$ cat config.mk
export PLATFORM = sky130hd
export DESIGN_NAME = absconv_scale
export DESIGN_NICKNAME = d
export VERILOG_FILES = /design/src/rtl/absconv_pkg.sv /design/src/rtl/absconv_ctrl.sv /design/src/rtl/absconv_dp.sv /design/src/rtl/absconv_zreg.sv /design/src/rtl/absconv_scale.sv
export SDC_FILE = /design/constraint.sdc
export NUM_CORES = 1
export LEC_CHECK = 0
export ABC_AREA = 1
export BUFFER_PORTS_ARGS = -buffer_cell sky130_fd_sc_hd__clkbuf_2
export CAP_MARGIN = 20
export CORE_MARGIN = 4
export CORE_UTILIZATION = 40
export DETAILED_ROUTE_END_ITERATION = 8
export HOLD_SLACK_MARGIN = 0.12
export PLACE_DENSITY = 0.57
export SKIP_LAST_GASP = 1
export SYNTH_ARGS = -nofsm -noshare
export SYNTH_HDL_FRONTEND = slang
export SYNTH_SLANG_ARGS = --single-unit
export TNS_END_PERCENT = 30
$ cat constraint.sdc
create_clock -name clk -period 1.6 [get_ports clk]
set_clock_uncertainty 0.05 [all_clocks]
set_input_delay 0.4 -clock clk [delete_from_list [all_inputs] [get_ports clk]]
set_output_delay 0.4 -clock clk [all_outputs]
set_load 0.05 [all_outputs]
$ cat src/rtl/absconv_pkg.sv
package absconv_pkg;
  localparam int unsigned DW = 8;
  localparam int unsigned NS = 9;

  // one-hot state indices; the sequence order is the behaviour
  localparam int unsigned ST_IDLE = 0;
  localparam int unsigned ST_LOAD = 1;
  localparam int unsigned ST_SIGN = 2;
  localparam int unsigned ST_NEG  = 3;
  localparam int unsigned ST_CMP  = 4;
  localparam int unsigned ST_STEP = 5;
  localparam int unsigned ST_ZLD  = 6;
  localparam int unsigned ST_SH1  = 7;
  localparam int unsigned ST_SH2  = 8;

  function automatic logic [DW-1:0] f_negate(input logic [DW-1:0] v);
    return (~v) + {{(DW-1){1'b0}}, 1'b1};
  endfunction

  function automatic logic [DW-1:0] f_inc(input logic [DW-1:0] v);
    return v + {{(DW-1){1'b0}}, 1'b1};
  endfunction

  function automatic logic [DW-1:0] f_dec(input logic [DW-1:0] v);
    return v - {{(DW-1){1'b0}}, 1'b1};
  endfunction

  function automatic logic [DW-1:0] f_shl1(input logic [DW-1:0] v);
    return {v[DW-2:0], 1'b0};
  endfunction

  function automatic logic f_not_below(input logic [DW-1:0] a, input logic [DW-1:0] b);
    return (a >= b);
  endfunction
endpackage

$ cat src/rtl/absconv_ctrl.sv
module absconv_ctrl
  import absconv_pkg::*;
(
  input  logic          clk,
  input  logic          rst_n,
  input  logic          start,
  input  logic          sgn,
  input  logic          k,
  output logic [NS-1:0] st,
  output logic          ld_ab,
  output logic          neg_b,
  output logic          step,
  output logic          ld_z,
  output logic          sh_z,
  output logic          done
);
  logic [NS-1:0] st_q, st_d;
  logic          done_q;

  always_comb begin
    st_d          = '0;
    st_d[ST_IDLE] = (st_q[ST_IDLE] & ~start) | st_q[ST_SH2];
    st_d[ST_LOAD] = st_q[ST_IDLE] & start;
    st_d[ST_SIGN] = st_q[ST_LOAD];
    st_d[ST_NEG]  = st_q[ST_SIGN] & sgn;
    st_d[ST_CMP]  = (st_q[ST_SIGN] & ~sgn) | st_q[ST_NEG] | st_q[ST_STEP];
    st_d[ST_STEP] = st_q[ST_CMP] & ~k;
    st_d[ST_ZLD]  = st_q[ST_CMP] & k;
    st_d[ST_SH1]  = st_q[ST_ZLD];
    st_d[ST_SH2]  = st_q[ST_SH1];
  end

  always_ff @(posedge clk or negedge rst_n) begin
    if (!rst_n) begin
      st_q <= NS'(1) << ST_IDLE;
    end else begin
      st_q <= st_d;
    end
  end

  always_ff @(posedge clk or negedge rst_n) begin
    if (!rst_n) begin
      done_q <= 1'b1;
    end else if (st_q[ST_LOAD]) begin
      done_q <= 1'b0;
    end else if (st_q[ST_SH2]) begin
      done_q <= 1'b1;
    end
  end

  assign st    = st_q;
  assign ld_ab = st_q[ST_LOAD];
  assign neg_b = st_q[ST_NEG];
  assign step  = st_q[ST_STEP];
  assign ld_z  = st_q[ST_ZLD];
  assign sh_z  = st_q[ST_SH1] | st_q[ST_SH2];
  assign done  = done_q;
endmodule

$ cat src/rtl/absconv_dp.sv
module absconv_dp
  import absconv_pkg::*;
(
  input  logic          clk,
  input  logic          rst_n,
  input  logic          ld_ab,
  input  logic          neg_b,
  input  logic          step,
  input  logic [DW-1:0] x_in,
  input  logic [DW-1:0] y_in,
  output logic [DW-1:0] a,
  output logic [DW-1:0] b,
  output logic          sgn,
  output logic          k
);
  logic [DW-1:0] a_q, b_q;

  always_ff @(posedge clk or negedge rst_n) begin
    if (!rst_n) begin
      a_q <= '0;
    end else if (ld_ab) begin
      a_q <= x_in;
    end else if (step) begin
      a_q <= f_inc(a_q);
    end
  end

  always_ff @(posedge clk or negedge rst_n) begin
    if (!rst_n) begin
      b_q <= '0;
    end else if (ld_ab) begin
      b_q <= y_in;
    end else if (neg_b) begin
      b_q <= f_negate(b_q);
    end else if (step) begin
      b_q <= f_dec(b_q);
    end
  end

  assign a   = a_q;
  assign b   = b_q;
  assign sgn = b_q[DW-1];
  assign k   = f_not_below(a_q, b_q);
endmodule

$ cat src/rtl/absconv_zreg.sv
module absconv_zreg
  import absconv_pkg::*;
(
  input  logic          clk,
  input  logic          rst_n,
  input  logic          ld_z,
  input  logic          sh_z,
  input  logic [DW-1:0] a,
  output logic [DW-1:0] z
);
  logic [DW-1:0] z_q;

  always_ff @(posedge clk or negedge rst_n) begin
    if (!rst_n) begin
      z_q <= '0;
    end else if (ld_z) begin
      z_q <= a;
    end else if (sh_z) begin
      z_q <= f_shl1(z_q);
    end
  end

  assign z = z_q;
endmodule

$ cat src/rtl/absconv_scale.sv
module absconv_scale
  import absconv_pkg::*;
(
  input  logic          clk,
  input  logic          rst_n,
  input  logic          start,
  input  logic [DW-1:0] x_in,
  input  logic [DW-1:0] y_in,
  output logic [DW-1:0] z,
  output logic          done
);
  logic [NS-1:0] st_q;
  logic [DW-1:0] a_q, b_q;
  logic          sgn, k;
  logic          ev_load, ev_negate, ev_step, ev_zload, ev_shift;

  absconv_ctrl u_ctrl (
    .clk   (clk),
    .rst_n (rst_n),
    .start (start),
    .sgn   (sgn),
    .k     (k),
    .st    (st_q),
    .ld_ab (ev_load),
    .neg_b (ev_negate),
    .step  (ev_step),
    .ld_z  (ev_zload),
    .sh_z  (ev_shift),
    .done  (done)
  );

  absconv_dp u_dp (
    .clk   (clk),
    .rst_n (rst_n),
    .ld_ab (ev_load),
    .neg_b (ev_negate),
    .step  (ev_step),
    .x_in  (x_in),
    .y_in  (y_in),
    .a     (a_q),
    .b     (b_q),
    .sgn   (sgn),
    .k     (k)
  );

  absconv_zreg u_zreg (
    .clk   (clk),
    .rst_n (rst_n),
    .ld_z  (ev_zload),
    .sh_z  (ev_shift),
    .a     (a_q),
    .z     (z)
  );
endmodule

After elaboration in Yosys (flattened, before gate mapping):

Cells that the tools add are included.

* register bits: 34
* output and inout bits: 9
* logic and storage cells: 36

* add/sub/neg operators: 3
* magnitude comparators: 1
* muxes and demuxes: 9
* bitwise gates (word level): 14
* reduce and logical (&&, ||, !) cells: 4

Operators by type and width (count)
* 8-bit two-way mux: 7
* 8-bit by 1-bit adder with 8-bit output (second input constant): 2
* 8-bit >= comparator: 1
* 8-bit inverter: 1
* 8-bit by 1-bit subtractor with 8-bit output (second input constant): 1
* 1-bit AND: 6
* 2-bit nonzero test: 3
* 1-bit bitwise OR: 4
* 1-bit inverter: 3
* 3-bit nonzero test: 1
* 1-bit two-way mux: 2

Logic depth before layout (Yosys ltp):

Gate-level depths: netlist of the first run.

* depth in word-level cells: 4
* depth in mapped cells: 10
* gate-level depth less buffers: 10

Hierarchy:

From an unflattened synthesis of the first run, not the netlist that was laid out.

* cells, all modules: 263
* area, all modules: 2011.9 um2

By module, submodules not included
* absconv_dp: sequential area each 400.4 um2, area each 1271.2 um2, times used 1, cells an instance 186
* absconv_zreg: sequential area each 200.2 um2, area each 376.6 um2, times used 1, cells an instance 43
* absconv_ctrl: sequential area each 252.7 um2, area each 364.1 um2, times used 1, cells an instance 34

Least setup slack after synthesis of the first run:

OpenSTA, ideal clock, no wires.

* kind: register to register
* from: register u_dp.b_q[1] (netlist: u_dp.b[1])
* to: register u_ctrl.st_q[6] (netlist: u_ctrl.st[6])
* cell stages (with the launch flop): 9
* period minus slack after synthesis: 1.294 ns
* path buffers: 0
* slack: 0.306 ns
* arrival: 1.131 ns
* cell sequence: dfrtp_1 -> inv_1 -> ha_1 -> a21oi_1 -> o21ai_0 -> nand2_1 -> nand3_1 -> nand2_1 -> inv_1

* word-level cells in the longest chain between the ends: 2

RTL lines
* start, declared: RTL line absconv_dp.sv:16 `logic [DW-1:0] a_q, b_q;`
* start signal, assigned: RTL line absconv_dp.sv:32 `b_q <= y_in;`
* start signal, assigned: RTL line absconv_dp.sv:34 `b_q <= f_negate(b_q);`
* start signal, assigned: RTL line absconv_dp.sv:36 `b_q <= f_dec(b_q);`
* 8-bit >= comparator: RTL line absconv_pkg.sv:33 `return (a >= b);`
* 1-bit AND: RTL line absconv_ctrl.sv:28 `st_d[ST_ZLD] = st_q[ST_CMP] & k;`
* named net u_ctrl.st_d[6]: RTL line absconv_ctrl.sv:17 `logic [NS-1:0] st_q, st_d;`
* end signal, assigned: RTL line absconv_ctrl.sv:35 `st_q <= NS'(1) << ST_IDLE;`
* end signal, assigned: RTL line absconv_ctrl.sv:37 `st_q <= st_d;`
* end, declared: RTL line absconv_ctrl.sv:17

The timed path passes the listed nets, and every way through them passes these cells.
A chain may end at the register's enable or synchronous reset.

Final worst setup path of the first run:

* from: register u_ctrl.done_q (netlist: u_ctrl.done)
* to: output done

RTL lines
* start, declared: RTL line absconv_ctrl.sv:18 `logic done_q;`
* start signal, assigned: RTL line absconv_ctrl.sv:43 `done_q <= 1'b1;`
* start signal, assigned: RTL line absconv_ctrl.sv:45 `done_q <= 1'b0;`
* start signal, assigned: RTL line absconv_ctrl.sv:47 `done_q <= 1'b1;`
* end, declared: RTL line absconv_scale.sv:10 `output logic done`

No word-level cell between the ends.

==> run_results.csv, run 1 <==
group,metric,value,unit
status,outcome,"complete, no violations",
detailed_routing,wl_per_cell,12.0,µm
sta,fin_crit,1.53,ns
power,ir_drop,0.841,mV
placed_design,place_inst,345,
logic_synthesis,mappedNetlistArea,1960,µm²
logic_synthesis,synthCells,246,
layout,drive_above_1_share,0.199,
die,die_y,78.1,µm
worst_setup_path,path_delay_family,"flip-flops",
placed_design,hpwl,3.25,mm
layout,layout_common_cells,"60 x nand2_1, 40 x nor2_1, 32 x dfrtp_1",
power,total_power,4.92,mW
detailed_routing,drt_wl_total,4.24,mm
detailed_routing,drt-vias-per-instance,4.58,
logic_synthesis,syn_avg_cell_area,7.98,µm²
clocking,path_clk_slew,0.07,ns
logic_synthesis,yosysSeqAreaShare,0.435,
clocking,cts_resized,0,
sta,max_freq,0.652,GHz
worst_setup_path,cp_slowest_stage_delay,0.53,ns
worst_setup_path,cp.arrival,1.08,ns
layout,fin_nets,316,
global_routing,grt_util_all_layers,0.154,
worst_setup_path,path_cells,"clkbuf_2",
sta,worst_pin_slew,0.324,ns
logic_synthesis,synth_fp_nets,276,
sta,setup_viol,0,
sta,fin_ws,0.0673,ns
placed_design,gp_routability_congestion,0.782,
logic_synthesis,ys_seq_elements,34,
clocking,post_cts_buffers,0,
global_routing,overflow,0,
logic_synthesis,ys_types,30,
layout,fin_util,0.498,
min_path,min_path_type,"input pin to flip-flop",
logic_synthesis,synthAdderAreaFrac,0.0701,
sta,maxSlewViolCount,0,
worst_setup_path,endpoint_kind,"output port",
sta,period_share,0.958,
die,row_count,25,
die,initial_core_util,0.416,
logic_synthesis,synthFlopType,"dfrtp_1",
worst_setup_path,cp_max_fo,2,
die,io_pins,28,
clocking,cts_tree,"yes",
global_routing,grt_pass1_wl,7.42,mm
logic_synthesis,synthXorXnorAreaFrac,0.0402,
sta,rsz0062_at_grt,"no",
layout,syn_to_final_growth,19.9,%
logic_synthesis,synth-simple-area-share,0.252,
die,fp.dieArea,6090,µm²
global_routing,grt_max_degree,35,
clocking,cts_inserted_buffers,5,
power,power-per-cell-area,2090,nW/µm²
clocking,clockRootBuffer,"clkbuf_8",
die,fp.dieW,78.1,µm
logic_synthesis,synth_compound_area_frac,0.117,
logic_synthesis,muxShareOfSynthArea,0,
worst_setup_path,setup.worst_path.start_class,"flip-flop",
layout,final_cells,354,
global_routing,antenna_found_initial,0,
clocking,clockBufferDepth,2,
layout,final_common_cell,"nand2_1",
sta,hold_violations,0,
run,maxCapViolations,0,
sta,tns,0,ns
power,leakage,1.22,nW
detailed_routing,drt_iter0_drc,90,
clocking,cts.sinks,34,
detailed_routing,antenna_left,0,
layout,diodes,0,
detailed_routing,drtPass1Iterations,4,
sta,relSlewSlack,0.783,
placed_design,pre_cts_slack,0.167,ns
detailed_routing,vias,1621,
global_routing,grt_pass1_vias,1574,
worst_setup_path,worstSetupPathType,"flip-flop to output port",
clocking,htree_levels,2,
logic_synthesis,synth-edff-count,0,
logic_synthesis,synth_top_family_by_area,"simple AND/OR/NAND/NOR gates",
logic_synthesis,yosys_warnings,0,
worst_setup_path,slowest_stage,"dfstp_2",
logic_synthesis,ys_async_sr_fraction,1.00,
placed_design,port_buffers,27,
worst_setup_path,required,1.15,ns
die,core_region_area,4720,µm²
clocking,clk_latency,0.28,ns
worst_setup_path,path_buf_inv,1,
detailed_routing,drc_errors,0,
clocking,hold_buffers,1,
## flip-flops by register name, indices dropped and copies added, names as in the netlist
signal and count:
u_ctrl.st 9, u_ctrl.done 1, u_dp.a 8, u_dp.b 8, u_zreg.z 8
## final cells by class
cell class	instances	area (µm²)
clock buffer	7	86.3
clock inverter	1	30.0
tap	67	83.8
sequential	34	853
fill	462	2370
inverter	28	105
timing repair buffer	39	253
multi-input combinational	178	942
## metal layers
layer / wire length [µm] / share of wire / up-vias / global-route usage
li1: - / - / 868 / -
met5: 0 / 0 / - / 0
met3: 165 / 0.039 / 4 / 0.0378
met2: 1870 / 0.44 / 27 / 0.229
met1: 2160 / 0.51 / 722 / 0.217
met4: 44 / 0.010 / 0 / 0.0577
## cell usage after synthesis, types with 2 or more instances
library cell	instances	area share
a21oi_1	10	0.025
a22oi_1	3	0.011
a31oi_1	7	0.022
buf_4	2	0.0076
buf_6	3	0.017
dfrtp_1	32	0.41
dfstp_2	2	0.027
ha_1	11	0.070
inv_1	24	0.046
inv_2	4	0.0076
nand2_1	60	0.11
nand3_1	13	0.033
nand4_1	2	0.0064
nor2_1	40	0.076
nor2_4	2	0.011
o21ai_0	8	0.020
o21ai_1	3	0.0076
xnor2_1	4	0.018
xor2_1	5	0.022
## path summary, 6_finish.rpt
path / from / to / slack, ns / cells after the start
max in group asynchronous: rst_n / u_ctrl.done / 0.70 / 3
min in group asynchronous: rst_n / u_zreg.z[0] / 0.56 / 3
hold reg to reg: u_ctrl.st[7] / u_ctrl.st[8] / 0.33 / 0
setup reg to reg: u_dp.b[1] / u_ctrl.st[6] / 0.17 / 8
setup / recovery: u_ctrl.done / done / 0.07 / 1
hold / removal: start / u_ctrl.st[0] / 0.22 / 2
## kinds of logic after synthesis
family | Yosys count
xor gates and xnor gates | 9
AOI/OAI and AO/OA | 38
adders and majority gates | 11
buffers and inverters | 34
and+or+nand+nor | 120
DFF | 34
## worst register-to-register path: stages (launching register included)
cell and delay [ns]:
dfrtp_1 0.39, inv_1 0.15, ha_1 0.28, a21oi_1 0.15, o21ai_0 0.09, nand2_1 0.06
nand3_1 0.08, nand2_1 0.07, inv_1 0.03
## power breakdown
part           switching, mW  internal (mW)  total [mW]
logic                   1.57          0.954        2.53
clock network          0.315          0.508       0.823
registers              0.339           1.24        1.57
total                   2.22           2.70        4.92
## stage by stage
stage / area (µm²) / hold slack (ns)
2_1_floorplan: 1960 / 0.0544
3_3_place_gp: 2230 / 0.314
3_5_place_dp: 2230 / 0.319
4_1_cts: 2350 / 0.210
5_1_grt: 2350 / 0.227
6_report: 2350 / 0.221
Note: power is estimated with default switching activity, not from simulation.
==> run 2, diff against run 1 <==
- CAP_MARGIN: 20 -> 15
- CORE_ASPECT_RATIO: not set -> 1.5
==> run 2 against run 1 <==
Against the previous run: count of clock-buffer cells in the layout did not move; setup slack improved by 0.0044 ns; global-route usage rose by 0.96 points; via count is 3.9% higher; largest cell class unchanged; critical path type unchanged; critical endpoint unchanged; sequential share of layout area up 0.69 points.
==> run_results.csv, run 2 (same netlist as run 1, synthesis figures left out) <==
group,metric,value,unit
status,outcome,"complete, no violations",
sta,fin_crit,1.53,ns
die,die_y,93.8,µm
global_routing,grt_max_degree,35,
global_routing,grt_util_all_layers,0.164,
global_routing,grt_pass1_wl,7.74,mm
detailed_routing,antenna_left,0,
power,power-per-cell-area,2070,nW/µm²
sta,worst_pin_slew,0.441,ns
sta,maxSlewViolCount,0,
sta,max_freq,0.654,GHz
detailed_routing,drc_errors,0,
placed_design,gp_routability_congestion,0.893,
placed_design,place_area,2210,µm²
min_path,min_path_type,"input pin to flip-flop",
run,maxCapViolations,0,
min_path,hp-start,"start",
worst_setup_path,cp_slowest_stage_delay,0.53,ns
detailed_routing,wl_met1,1.75,mm
sta,setup_viol,0,
detailed_routing,top_layer_used,"met4",
layout,largest_reg_flops,9,
placed_design,port_buffers,27,
clocking,path_clk_slew,0.07,ns
die,initial_core_util,0.408,
layout,final_common_cell,"nand2_1",
layout,fin_nets,317,
die,core_region_area,4810,µm²
power,ir_drop,0.655,mV
die,fp.dieArea,6120,µm²
detailed_routing,drt_iter0_drc,70,
worst_setup_path,setup.worst_path.start_class,"flip-flop",
clocking,clockRootBuffer,"clkbuf_8",
worst_setup_path,cp.arrival,1.08,ns
power,leakage,1.20,nW
layout,diodes,0,
clocking,cts.sinks,34,
detailed_routing,vias,1684,
layout,stdcell_area,2310,µm²
worst_setup_path,endpoint_kind,"output port",
layout,nFillCells,531,
die,fp.dieW,65.2,µm
sta,hold_violations,0,
worst_setup_path,path_delay_family,"flip-flops",
clocking,clockBufferDepth,2,
layout,syn_to_final_growth,17.7,%
layout,fin_util,0.480,
detailed_routing,wl_per_cell,12.3,µm
detailed_routing,drt_wl_total,4.34,mm
clocking,cts_inserted_buffers,5,
detailed_routing,wl_met3,163,µm
sta,rsz0062_at_grt,"no",
global_routing,grt_pass1_vias,1748,
worst_setup_path,r2r_start,"u_dp.b[5]",
die,io_pins,28,
sta,tns,0,ns
clocking,clk_latency,0.29,ns
worst_setup_path,required,1.15,ns
layout,layout_common_cells,"60 x nand2_1, 40 x nor2_1, 32 x dfrtp_1",
detailed_routing,route.met2.wl,2.37,mm
worst_setup_path,cp-startpoint,"u_ctrl.done",
worst_setup_path,path_buf_inv,1,
global_routing,antenna_found_initial,0,
sta,period_share,0.955,
layout,drive_above_1_share,0.205,
detailed_routing,drtPass1Iterations,4,
worst_setup_path,slowest_stage,"dfstp_2",
worst_setup_path,worstSetupPathType,"flip-flop to output port",
clocking,htree_levels,2,
sta,whs,0.217,ns
detailed_routing,drt-vias-per-instance,4.76,
clocking,cts_tree,"yes",
worst_setup_path,path_cells,"clkbuf_2",
sta,relSlewSlack,0.706,
worst_setup_path,cp_max_fo,2,
die,row_count,31,
placed_design,hpwl,3.47,mm
global_routing,overflow,0,
-- run 2: where the power goes --
group          switching [mW]  internal (mW)  total, mW
Sequential              0.365           1.24       1.60
Clock                   0.312          0.347      0.659
Combinational            1.55          0.968       2.52
-- run 2: final cells by class --
class	instances	area, µm²	area share
Multi-Input combinational cell	178	942	0.408
Clock inverter	1	5.00	0.00217
Clock buffer	7	86.3	0.0374
Inverter	28	105	0.0455
Tap cell	66	82.6	0.0358
Sequential cell	34	853	0.369
Timing Repair Buffer	40	235	0.102
-- run 2: routing by layer --
| layer | GRT usage | up-vias |
|---|---|---|
| li1 | - | 873 |
| met1 | 0.174 | 778 |
| met2 | 0.311 | 27 |
| met3 | 0.0347 | 6 |
| met4 | 0.0571 | 0 |
| met5 | 0 | - |
-- run 2: final timing paths --
check,end,depth (start not counted),slack [ns]
min,u_ctrl.st[0],2,0.22
max in group asynchronous,u_ctrl.done,3,0.54
max,done,1,0.07
min in group asynchronous,u_ctrl.st[8],3,0.63
max reg2reg,u_ctrl.st[6],7,0.13
min reg2reg,u_ctrl.st[8],0,0.33
-- run 2: stage by stage --
stage               setup slack [ns]  total power [mW]  std cells
floorplan                      0.306              3.51        246
global placement               0.114              4.13        345
detailed placement             0.122              4.17        345
CTS                           0.0528              4.86        354
global route                 0.00907              5.29        354
finish                        0.0717              4.78        354
-- run 2: what timing repair did --
item,in CTS,in global routing
gates resized for setup,0,1
buffers inserted,0,0
hold endpoints to repair,32,0
setup endpoints to repair,0,1
hold buffers,1,0
==> run 3, diff against run 2 <==
- CORE_UTILIZATION: 40 -> 25
- PLACE_DENSITY: 0.57 -> 0.39
- SYNTH_HIERARCHICAL: not set -> 1
==> run 3 against run 2 <==
Against the previous run: critical endpoint unchanged; worst hold slack better by 0.071 ns; first-iteration DRC count decreased by 40%; total power up 10%; register-to-register slack improved by 0.05 ns; die area increased by 53%; sequential cell count did not move; routed wire length rose by 17%; fmax is 0.10% higher; final cell count up 14%; critical path depth unchanged.
==> run_results.csv, run 3 <==
group,metric,value,unit
detailed_routing,antenna_left,0,
placed_design,hpwl,3.96,mm
placed_design,place_inst,396,
clocking,htree_levels,2,
worst_setup_path,path_buf_inv,1,
global_routing,grt_pass1_vias,1660,
global_routing,overflow,0,
worst_setup_path,path_cells,"clkbuf_2",
sta,rsz0062_at_grt,"no",
layout,syn_to_final_growth,28.2,%
sta,fin_crit,1.53,ns
sta,worst_pin_slew,0.421,ns
worst_setup_path,cp-startpoint,"u_ctrl/done",
clocking,cts.sinks,34,
detailed_routing,wl_per_cell,12.5,µm
clocking,clk_latency,0.27,ns
power,leakage,1.34,nW
global_routing,grt_max_degree,21,
die,fp.dieW,80.4,µm
clocking,path_clk_slew,0.06,ns
worst_setup_path,slowest_stage,"dfstp_2",
sta,whs,0.288,ns
worst_setup_path,required,1.15,ns
run,maxCapViolations,0,
logic_synthesis,yosys_warnings,6,
layout,diodes,0,
sta,period_share,0.954,
min_path,min_path_type,"input pin to flip-flop",
power,ir_drop,0.498,mV
detailed_routing,drt_iter0_drc,42,
worst_setup_path,r2r_start,"u_dp/b[5]",
worst_setup_path,cp.arrival,1.08,ns
detailed_routing,drt-vias-per-instance,4.24,
sta,maxSlewViolCount,0,
sta,tns,0,ns
logic_synthesis,synth_fp_nets,286,
detailed_routing,vias,1717,
global_routing,grt_util_all_layers,0.115,
power,power-per-cell-area,2090,nW/µm²
worst_setup_path,worstSetupPathType,"flip-flop to output port",
worst_setup_path,setup.worst_path.start_class,"flip-flop",
layout,nFillCells,836,
placed_design,pre_cts_slack,0.0964,ns
sta,fin_ws,0.0732,ns
die,initial_core_util,0.257,
clocking,clockRootBuffer,"clkbuf_16",
logic_synthesis,mappedNetlistArea,1970,µm²
die,io_pins,28,
layout,fin_nets,331,
logic_synthesis,syn_avg_cell_area,7.65,µm²
sta,hold_violations,0,
worst_setup_path,cp_slowest_stage_delay,0.53,ns
placed_design,gp_routability_congestion,0.770,
die,fp.dieArea,9380,µm²
logic_synthesis,synthCells,257,
detailed_routing,drtPass1Iterations,4,
layout,final_common_cell,"nand2_1",
worst_setup_path,path_delay_family,"flip-flops",
clocking,cts_inserted_buffers,5,
status,outcome,"complete, no violations",
sta,max_freq,0.655,GHz
worst_setup_path,endpoint_kind,"output port",
die,row_count,39,
sta,setup_viol,0,
layout,final_cells,405,
clocking,clockBufferDepth,2,
clocking,cts_tree,"yes",
placed_design,port_buffers,27,
die,die_y,117,µm
layout,layout_common_cells,"81 x nand2_1, 32 x dfrtp_1, 31 x nand3_1",
worst_setup_path,cp_max_fo,2,
sta,relSlewSlack,0.720,
clocking,post_cts_buffers,0,
global_routing,grt_pass1_wl,8.22,mm
layout,largest_reg_flops,9,
detailed_routing,drt_wl_total,5.06,mm
global_routing,antenna_found_initial,0,
die,core_region_area,7660,µm²
layout,drive_above_1_share,0.208,
detailed_routing,drc_errors,0,
min_path,hp-start,"start",
layout,fin_util,0.329,
-- run 3: path summary, 6_finish.rpt --
path                           endpoint  slack (ns)  cells after the start
max                                done        0.07                      1
max in group asynchronous     u_dp/b[0]        0.50                      3
min in group asynchronous  u_ctrl/st[8]        0.53                      2
min reg2reg                u_ctrl/st[8]        0.32                      0
max reg2reg                u_ctrl/st[6]        0.18                      7
min                        u_ctrl/st[0]        0.29                      4
-- run 3: through the flow --
step / area, µm² / total power, mW
4_1_cts: 2520 / 5.38
3_3_place_gp: 2310 / 4.07
2_1_floorplan: 1970 / 3.31
3_5_place_dp: 2310 / 4.06
6_report: 2520 / 5.28
5_1_grt: 2520 / 5.74
-- run 3: layout make-up --
cell class                 instances  area (µm²)  share of cell area
clock buffer                       5         125              0.0496
sequential                        34         853               0.338
inverter                          30         113              0.0447
tap                              102         128              0.0506
timing repair buffer              43         270               0.107
multi-input combinational        188         963               0.382
clock inverter                     3        68.8              0.0273
-- run 3: power by group --
| group | total [mW] | internal, mW | switching (mW) |
|---|---|---|---|
| clock | 1.27 | 0.895 | 0.379 |
| combinational | 2.49 | 0.933 | 1.56 |
| sequential | 1.51 | 1.21 | 0.300 |
-- run 3: timing repair --
action / in CTS / in global routing
setup endpoints to repair: 0 / 2
hold buffers: 1 / 0
resized for setup: 0 / 1
hold endpoints to repair: 12 / 0
-- run 3: metal layers --
layer | wire length [µm] | GRT usage | vias up
met1 | 2140 | 0.131 | 764
met4 | 51 | 0.0338 | 0
met2 | 2670 | 0.211 | 31
met5 | 0 | 0 | -
met3 | 205 | 0.0239 | 5
li1 | - | - | 917
